`src/rtl/cpb_pkg.sv`:
```
package cpb_pkg;
  localparam int CPB_DATA_W = 8;

  typedef enum logic {
    CPB_LEGACY = 1'b0,
    CPB_MODERN = 1'b1
  } cpb_mode_e;
endpackage

```
`src/rtl/cpb_bitmap.sv`:
```
module cpb_bitmap #(
  parameter int NUM_CPUS = 32,
  parameter int ID_W     = 8
) (
  input  logic                clk,
  input  logic                rst_n,
  input  logic                add_valid,
  input  logic [ID_W-1:0]     add_id,
  output logic                add_ok,
  output logic [NUM_CPUS-1:0] present
);
  localparam logic [ID_W:0] ID_LIMIT = (ID_W+1)'(NUM_CPUS);

  assign add_ok = add_valid && ({1'b0, add_id} < ID_LIMIT);

  generate
    for (genvar i = 0; i < NUM_CPUS; i++) begin : g_bit
      if (i == 0) begin : g_boot
        assign present[i] = 1'b1;
      end else begin : g_hot
        logic q;
        always_ff @(posedge clk) begin
          if (!rst_n)                                 q <= 1'b0;
          else if (add_ok && add_id == ID_W'(i))      q <= 1'b1;
        end
        assign present[i] = q;
      end
    end
  endgenerate

  AST_BITS_KEEP: assert property (@(posedge clk) disable iff (!rst_n)
    (present & $past(present)) == $past(present));
  AST_OOR_IGNORED: assert property (@(posedge clk) disable iff (!rst_n)
    (add_valid && !add_ok) |=> $stable(present));
endmodule

```
`src/rtl/cpb_gpe.sv`:
```
module cpb_gpe (
  input  logic clk,
  input  logic rst_n,
  input  logic set,
  input  logic clr,
  output logic sts
);
  always_ff @(posedge clk) begin
    if (!rst_n)   sts <= 1'b0;
    else if (set) sts <= 1'b1;
    else if (clr) sts <= 1'b0;
  end

  AST_GPE_SET: assert property (@(posedge clk) disable iff (!rst_n)
    set |=> sts);
  AST_GPE_HOLD: assert property (@(posedge clk) disable iff (!rst_n)
    (sts && !clr) |=> sts);
endmodule

```
`src/rtl/cpb_mode.sv`:
```
module cpb_mode
  import cpb_pkg::*;
#(
  parameter int ADDR_W      = 5,
  parameter int DWORD_BYTES = 4
) (
  input  logic                  clk,
  input  logic                  rst_n,
  input  logic                  wr_fire,
  input  logic [ADDR_W-1:0]     wr_addr,
  input  logic [CPB_DATA_W-1:0] wr_data,
  output logic                  modern
);
  cpb_mode_e mode_q;
  logic      trip;

  assign trip = wr_fire && (wr_addr < ADDR_W'(DWORD_BYTES)) && (wr_data == '0);

  always_ff @(posedge clk) begin
    if (!rst_n)    mode_q <= CPB_LEGACY;
    else if (trip) mode_q <= CPB_MODERN;
  end

  assign modern = (mode_q == CPB_MODERN);

  AST_MODE_STICKY: assert property (@(posedge clk) disable iff (!rst_n)
    modern |=> modern);
  AST_MODE_NONZERO: assert property (@(posedge clk) disable iff (!rst_n)
    (wr_fire && wr_data != '0 && !modern) |=> !modern);
endmodule

```
`src/rtl/cpu_present_port.sv`:
```
module cpu_present_port
  import cpb_pkg::*;
#(
  parameter int NUM_CPUS  = 32,
  parameter int WIN_BYTES = 32,
  parameter int ID_W      = 8
) (
  input  logic                          clk,
  input  logic                          rst_n,
  input  logic                          req_valid,
  output logic                          req_ready,
  input  logic                          req_write,
  input  logic [$clog2(WIN_BYTES)-1:0]  req_addr,
  input  logic [CPB_DATA_W-1:0]         req_wdata,
  output logic                          rsp_valid,
  input  logic                          rsp_ready,
  output logic [CPB_DATA_W-1:0]         rsp_data,
  input  logic                          hotadd_valid,
  input  logic [ID_W-1:0]               hotadd_id,
  input  logic                          gpe_clr,
  output logic                          gpe_sts,
  output logic                          modern_mode
);
  localparam int ADDR_W   = $clog2(WIN_BYTES);
  localparam int WIN_BITS = WIN_BYTES * CPB_DATA_W;

  logic [NUM_CPUS-1:0]   present;
  logic                  add_ok;
  logic                  rd_fire;
  logic                  wr_fire;
  logic [WIN_BITS-1:0]   win_bits;
  logic [CPB_DATA_W-1:0] rd_byte;

  assign req_ready = !rsp_valid || rsp_ready;
  assign rd_fire   = req_valid && req_ready && !req_write;
  assign wr_fire   = req_valid && req_ready &&  req_write;

  cpb_bitmap #(.NUM_CPUS(NUM_CPUS), .ID_W(ID_W)) u_bitmap (
    .clk(clk), .rst_n(rst_n), .add_valid(hotadd_valid), .add_id(hotadd_id),
    .add_ok(add_ok), .present(present)
  );

  cpb_gpe u_gpe (
    .clk(clk), .rst_n(rst_n), .set(add_ok), .clr(gpe_clr), .sts(gpe_sts)
  );

  cpb_mode #(.ADDR_W(ADDR_W), .DWORD_BYTES(4)) u_mode (
    .clk(clk), .rst_n(rst_n), .wr_fire(wr_fire), .wr_addr(req_addr),
    .wr_data(req_wdata), .modern(modern_mode)
  );

  always_comb begin
    win_bits                 = '0;
    win_bits[NUM_CPUS-1:0]   = present;
  end

  assign rd_byte = win_bits[{req_addr, 3'b000} +: CPB_DATA_W];

  always_ff @(posedge clk) begin
    if (!rst_n) begin
      rsp_valid <= 1'b0;
      rsp_data  <= '0;
    end else if (rd_fire) begin
      rsp_valid <= 1'b1;
      rsp_data  <= modern_mode ? '0 : rd_byte;
    end else if (rsp_ready) begin
      rsp_valid <= 1'b0;
    end
  end

  AST_RSP_HOLD: assert property (@(posedge clk) disable iff (!rst_n)
    (rsp_valid && !rsp_ready) |=> (rsp_valid && $stable(rsp_data)));
  AST_WR_NO_RSP: assert property (@(posedge clk) disable iff (!rst_n)
    wr_fire |=> !rsp_valid);
  AST_MODERN_ZERO: assert property (@(posedge clk) disable iff (!rst_n)
    (rd_fire && modern_mode) |=> (rsp_data == '0));
endmodule

```
`config.mk`:
```
export PLATFORM = sky130hd
export DESIGN_NAME = cpu_present_port
export DESIGN_NICKNAME = d
export VERILOG_FILES = /design/src/rtl/cpb_pkg.sv /design/src/rtl/cpb_bitmap.sv /design/src/rtl/cpb_gpe.sv /design/src/rtl/cpb_mode.sv /design/src/rtl/cpu_present_port.sv
export SDC_FILE = /design/constraint.sdc
export NUM_CORES = 1
export LEC_CHECK = 0
export ABC_AREA = 1
export BUFFER_PORTS_ARGS = -buffer_cell sky130_fd_sc_hd__buf_4
export CAP_MARGIN = 30
export CORE_AREA = 5 5 66 68
export DETAILED_ROUTE_END_ITERATION = 7
export DIE_AREA = 0 0 71 73
export PLACE_DENSITY_LB_ADDON = 0.08
export SYNTH_ARGS = -nofsm -noshare
export SYNTH_HDL_FRONTEND = slang
export SYNTH_SLANG_ARGS = --single-unit
```
`constraint.sdc`:
```
create_clock -name clk -period 1.3 [get_ports clk]
set_clock_uncertainty 0.1 [all_clocks]
set_input_delay 0 -clock clk [delete_from_list [all_inputs] [get_ports clk]]
set_output_delay 0 -clock clk [all_outputs]
set_load 0.02 [all_outputs]
```
# [Word level (Yosys, flattened, before mapping)]
# Index checks and enable logic that the tools add are counted.
[word_totals] regBits=42 input_bits=28 word_cells=117 output_inout_bits=12
[op_classes] n_reduce_logical=43 muxes=5 shift=1 magnitude_cmp=2 n_eq_ne=31
[ops] op="indexed part select 256 x 9 -> 8 bit" n=1
[ops] op="equality test 8 x 5 -> 1 bit (second input constant)" n=16
[ops] op="equality test 8 x 4 -> 1 bit (second input constant)" n=8
[ops] op="logical AND 1 bit" n=37
[ops] op="equality test 8 x 3 -> 1 bit (second input constant)" n=4
[ops] op="equality test 8 x 2 -> 1 bit (second input constant)" n=2
[ops] op="equality test 8 x 1 -> 1 bit (second input constant)" n=1
[ops] op="logical NOT 8 bit" n=1
[ops] op="less-than comparator 8 x 6 -> 1 bit (second input constant)" n=1
[ops] op="2-to-1 mux 8 bit" n=1
[ops] op="less-than comparator 5 x 3 -> 1 bit (second input constant)" n=1
[ops] op="2-to-1 mux 1 bit" n=4
[ops] op="nonzero test 2 bit" n=2
[ops] op="logical NOT 1 bit" n=2
[ops] op="logical OR 1 bit" n=1

# [Longest topological paths before layout]
[depth] depth_word=6 mapped_depth=8 depth_no_buf=6

# [By module]
# Synthesis repeated with hierarchy kept, for this count alone.
[unflattened] hier_cells=373 hier_area_um2=2369.8
[modules_own_cells] module="cpb_bitmap" area_each_um2=1483.9 seq_area_each_um2=620.6 instances=1 cells_each=209
[modules_own_cells] module="cpu_present_port" area_each_um2=757.0 seq_area_each_um2=180.2 instances=1 cells_each=141
[modules_own_cells] module="cpb_mode" area_each_um2=85.1 seq_area_each_um2=20.0 instances=1 cells_each=17
[modules_own_cells] module="cpb_gpe" area_each_um2=43.8 seq_area_each_um2=20.0 instances=1 cells_each=6

# [Worst setup path after synthesis]
# OpenSTA, ideal clock, no wires.
[synth_timing] kind="register to register" from="register rsp_valid" to="register rsp_data[1]" setup_ns=0.070 required_time_ns=1.130 arrival_time_ns=1.083 n_path_buf=0 path_slack_ns=0.047 synth_period_minus_slack_ns=1.253 stages_incl_launch_ff=6 cell_sequence="dfxtp_1 -> nand2_2 -> nand3_2 -> nor2_4 -> nand2_1 -> a21oi_1"
[synth_via] elab_chain_len=4
[synth_lines] element="start: declaration" line="cpu_present_port.sv:15" source="output logic rsp_valid,"
[synth_lines] element="start signal: assignment" line="cpu_present_port.sv:61" source="rsp_valid <= 1'b0;"
[synth_lines] element="start signal: assignment" line="cpu_present_port.sv:64" source="rsp_valid <= 1'b1;"
[synth_lines] element="start signal: assignment" line="cpu_present_port.sv:67" source="rsp_valid <= 1'b0;"
[synth_lines] element="logical NOT 1 bit" line="cpu_present_port.sv:34" source="assign req_ready = !rsp_valid || rsp_ready;"
[synth_lines] element="logical OR 1 bit" line="cpu_present_port.sv:34"
[synth_lines] element="net req_ready" line="cpu_present_port.sv:11" source="output logic req_ready,"
[synth_lines] element="logical AND 1 bit (2 in series)" line="cpu_present_port.sv:35" source="assign rd_fire = req_valid && req_ready && !req_write;"
[synth_lines] element="end signal: assignment" line="cpu_present_port.sv:65" source="rsp_data <= modern_mode ? '0 : rd_byte;"
[synth_lines] element="end: declaration" line="cpu_present_port.sv:17" source="output logic [CPB_DATA_W-1:0] rsp_data,"
# The timed path passes the listed nets, and every way through them passes these cells.
# A chain may end at the register's enable or synchronous reset.

# [Worst setup path after layout]
[layout_timing] from="input port req_addr[4]" to="register rsp_data[0]"
[layout_via] elab_chain_len=2
[layout_lines] element="start: declaration" line="cpu_present_port.sv:13" source="input logic [$clog2(WIN_BYTES)-1:0] req_addr,"
[layout_lines] element="indexed part select 256 x 9 -> 8 bit" line="cpu_present_port.sv:57" source="assign rd_byte = win_bits[{req_addr, 3'b000} +: CPB_DATA_W];"
[layout_lines] element="2-to-1 mux 8 bit" line="cpu_present_port.sv:65"
# No other way between the ends.

==> impl_results.rst <==
.. list-table::
   :header-rows: 1

   * - Metric
     - Value
   * - Run status
     - finished clean
   * - Final Setup Violations
     - 0
   * - Die area
     - 0.00518 mm2
   * - Synthesis warning total
     - 0
   * - Maximum single-stage delay on the critical path
     - 0.56 ns
   * - Static Leakage
     - 1.09 nW
   * - Die boundary width
     - 71 um
   * - Final antenna-violating net count
     - 0
   * - Port Buf Inserts
     - 39
   * - Largest net degree at the start of global routing
     - 42
   * - Classification of the worst setup path
     - in2reg
   * - Routed via count
     - 1,854
   * - Total GRT Usage
     - 0.192
   * - Most numerous cell in the Yosys netlist
     - sky130_fd_sc_hd__nand2_1
   * - Number of antenna violations at the first check in global routing
     - 0
   * - DR DRC count
     - 0
   * - First-pass GRT wire length
     - 7.93 mm
   * - Clock-pin slew reported for the worst setup and hold paths after clock tree synthesis
     - 0.08 ns
   * - Clock root buffer
     - sky130_fd_sc_hd__clkbuf_8
   * - Worst hold margin
     - 0.0363 ns
   * - Type of element launching the critical path
     - input pin
   * - Core area
     - 0.00380 mm2
   * - CP endpoint kind
     - flop
   * - Global route total overflow
     - 0
   * - Floorplan die height
     - 73 um
   * - Post-synthesis sequential element count
     - 42
   * - Sequential standard cell area
     - 841 um2
   * - Syn_nets
     - 313
   * - Cell Pwr Density
     - 981 mW/mm2
   * - TritonCTS clock tree
     - done
   * - Setup_tns
     - 0 ns
   * - Final worst-path cycle share
     - 0.910
   * - Vias in the first global route
     - 1,797
   * - Deepest level of the CTS H-tree
     - 2
   * - Antenna diode count
     - 0
   * - 1st-pass router iterations
     - 4
   * - IO Pins
     - 40
   * - Cell count after synthesis
     - 285
   * - Area growth, synth to finish
     - 32.7%
   * - Library cell with the largest summed area after synthesis
     - sky130_fd_sc_hd__dfxtp_1
   * - Synthesized area per cell
     - 6.65 um2
   * - Final-report hold violation count
     - 0
   * - Fill cell total of the finished layout
     - 358
   * - Number of enable flip-flop cells after synthesis
     - 0
   * - RSZ-0062 raised after global routing
     - no
   * - Final routed wire length divided by cell count
     - 11.7 um
   * - Slowest CP cell
     - sky130_fd_sc_hd__dlygate4sd3_1
   * - Final Max Slew Viols
     - 0
   * - Yosys top cell area share
     - 0.444
   * - Count of routing violations after the opening detailed-route iteration
     - 83
   * - Main flop type after synthesis
     - sky130_fd_sc_hd__dfxtp_1
   * - IR Drop Worst-Case VDD
     - 0.000760 V
   * - Cell area after synthesis
     - 0.00190 mm2
   * - Global placement routability congestion
     - 0.733
   * - Top fanout value on the critical path
     - 8
   * - Type of the tightest min-delay check
     - in2reg
   * - Count of unique library cells instantiated by Yosys
     - 15
   * - Maximum clock path buffer count
     - 2
   * - Sinks on the clock net
     - 42
   * - Multi-input gate area
     - 831 um2
   * - Highest attainable clock frequency
     - 0.845 GHz
   * - Half-perimeter wire length after detailed placement
     - 2.95 mm
   * - Final #Nets
     - 370
   * - Relative slew slack
     - 0.768
   * - Proportion of synthesized chip area in sequential cells
     - 0.444
   * - Critical path required time
     - 1.43 ns
   * - Fraction of registers with async set/reset
     - 0
   * - Share of final-layout standard cells stronger than drive strength 1
     - 0.175
   * - Arrival time of data at the critical path endpoint
     - 1.31 ns
   * - Measured slew at the worst slew-check pin
     - 0.347 ns
   * - DR vias/cell
     - 4.72
   * - Most frequent cells after synthesis
     - 98 x sky130_fd_sc_hd__nand2_1, 43 x sky130_fd_sc_hd__inv_1, 42 x sky130_fd_sc_hd__dfxtp_1
   * - Maximum Capacitance Violations
     - 0
   * - Synth area leaders
     - sky130_fd_sc_hd__dfxtp_1 44%, sky130_fd_sc_hd__nand2_1 19%, sky130_fd_sc_hd__a21oi_1 11%
   * - Insertion delay of the later-clocked pin in the worst-skew pair
     - 0.29 ns
   * - Cells along the critical path
     - dlygate4sd3_1 -> buf_4 -> nor2_2 -> nand3_2 -> nor2_4 -> nand2_1 -> a21oi_1
   * - Number of rows in the core area
     - 23
   * - WL final
     - 4.59 mm
   * - Effective utilization at floorplan
     - 0.499
   * - Minimum period implied by the final worst setup slack
     - 1.18 ns
   * - Inserted Clock Buffers
     - 5
cell families after synthesis:
group           Yosys count  share of synthesized area
buf+inv                  54                      0.122
flops                    42                      0.444
simple gates            148                      0.326
compound gates           41                      0.108
cell usage in the layout, fill, tap and decap left out:
master	count
sky130_fd_sc_hd__nand2_1	98
sky130_fd_sc_hd__inv_1	43
sky130_fd_sc_hd__dfxtp_1	42
sky130_fd_sc_hd__a21oi_1	41
sky130_fd_sc_hd__buf_4	40
sky130_fd_sc_hd__nor2_1	24
sky130_fd_sc_hd__dlygate4sd3_1	18
sky130_fd_sc_hd__nand3_1	17
sky130_fd_sc_hd__clkbuf_8	6
sky130_fd_sc_hd__nand3_2	3
sky130_fd_sc_hd__nor2_4	3
sky130_fd_sc_hd__nor2_2	2
sky130_fd_sc_hd__buf_12	2
sky130_fd_sc_hd__nand2_2	1
sky130_fd_sc_hd__inv_2	1
sky130_fd_sc_hd__clkinv_2	1
sky130_fd_sc_hd__clkinvlp_4	1
worst max-delay path: cells and delay by family:
kind	cells	cell delay, ns
simple gates	4	0.48
buf+inv	2	0.71
compound gates	1	0.12
what timing repair did:
item	CTS	global route
setup endpoints to repair	0	8
endpoints found under the hold margin	18	0
setup buffers	0	0
hold buffers	18	0
resized for setup	0	2
registers in the layout (all words and copies together), names as in the netlist:
signal,flops
u_bitmap.g_bit.g_hot.q,31
u_gpe.sts,1
rsp_data,8
u_mode.modern,1
rsp_valid,1
routing by layer:
metal,part of all wire,GRT usage,up-vias
li1,-,-,980
met1,0.45,0.231,826
met2,0.49,0.333,37
met3,0.040,0.0455,11
met4,0.022,0.0772,0
met5,0,0,-
cell type report:
cell class,instances,area share
Clock buffer,6,0.0328
Multi-Input combinational cell,189,0.330
Inverter,44,0.0657
Clock inverter,2,0.00498
Sequential cell,42,0.334
Timing Repair Buffer,60,0.207
Tap cell,50,0.0249
through the flow:
| stage | utilization | cells | instance area (um2) | setup WS [ns] | power, mW |
|---|---|---|---|---|---|
| detailed placement | 0.588 | 367 | 2230 | 0.210 | 1.58 |
| global route | 0.662 | 393 | 2510 | 0.0222 | 2.57 |
| floorplan | - | 285 | 1900 | 0.0467 | 1.47 |
| CTS | 0.660 | 393 | 2510 | 0.0615 | 2.48 |
| finish | 0.662 | 393 | 2510 | 0.117 | 2.47 |
| global placement | 0.588 | 367 | 2230 | 0.237 | 1.58 |
power by group:
group	switching (mW)	internal [mW]
Sequential	0.00283	1.29
Combinational	0.159	0.142
Clock	0.445	0.427
Total	0.607	1.86
final timing paths:
| path | to | slack [ns] | from | depth (start not counted) |
|---|---|---|---|---|
| worst min register to register | u_bitmap.g_bit[12].g_hot.q | 0.36 | u_bitmap.g_bit[12].g_hot.q | 2 |
| worst min-delay path | rsp_data[5] | 0.04 | req_addr[1] | 5 |
| worst max-delay path | rsp_data[0] | 0.12 | req_addr[4] | 7 |
| worst max register to register | rsp_data[0] | 0.18 | rsp_valid | 5 |
No activity file was read; power rests on OpenSTA's default activity.
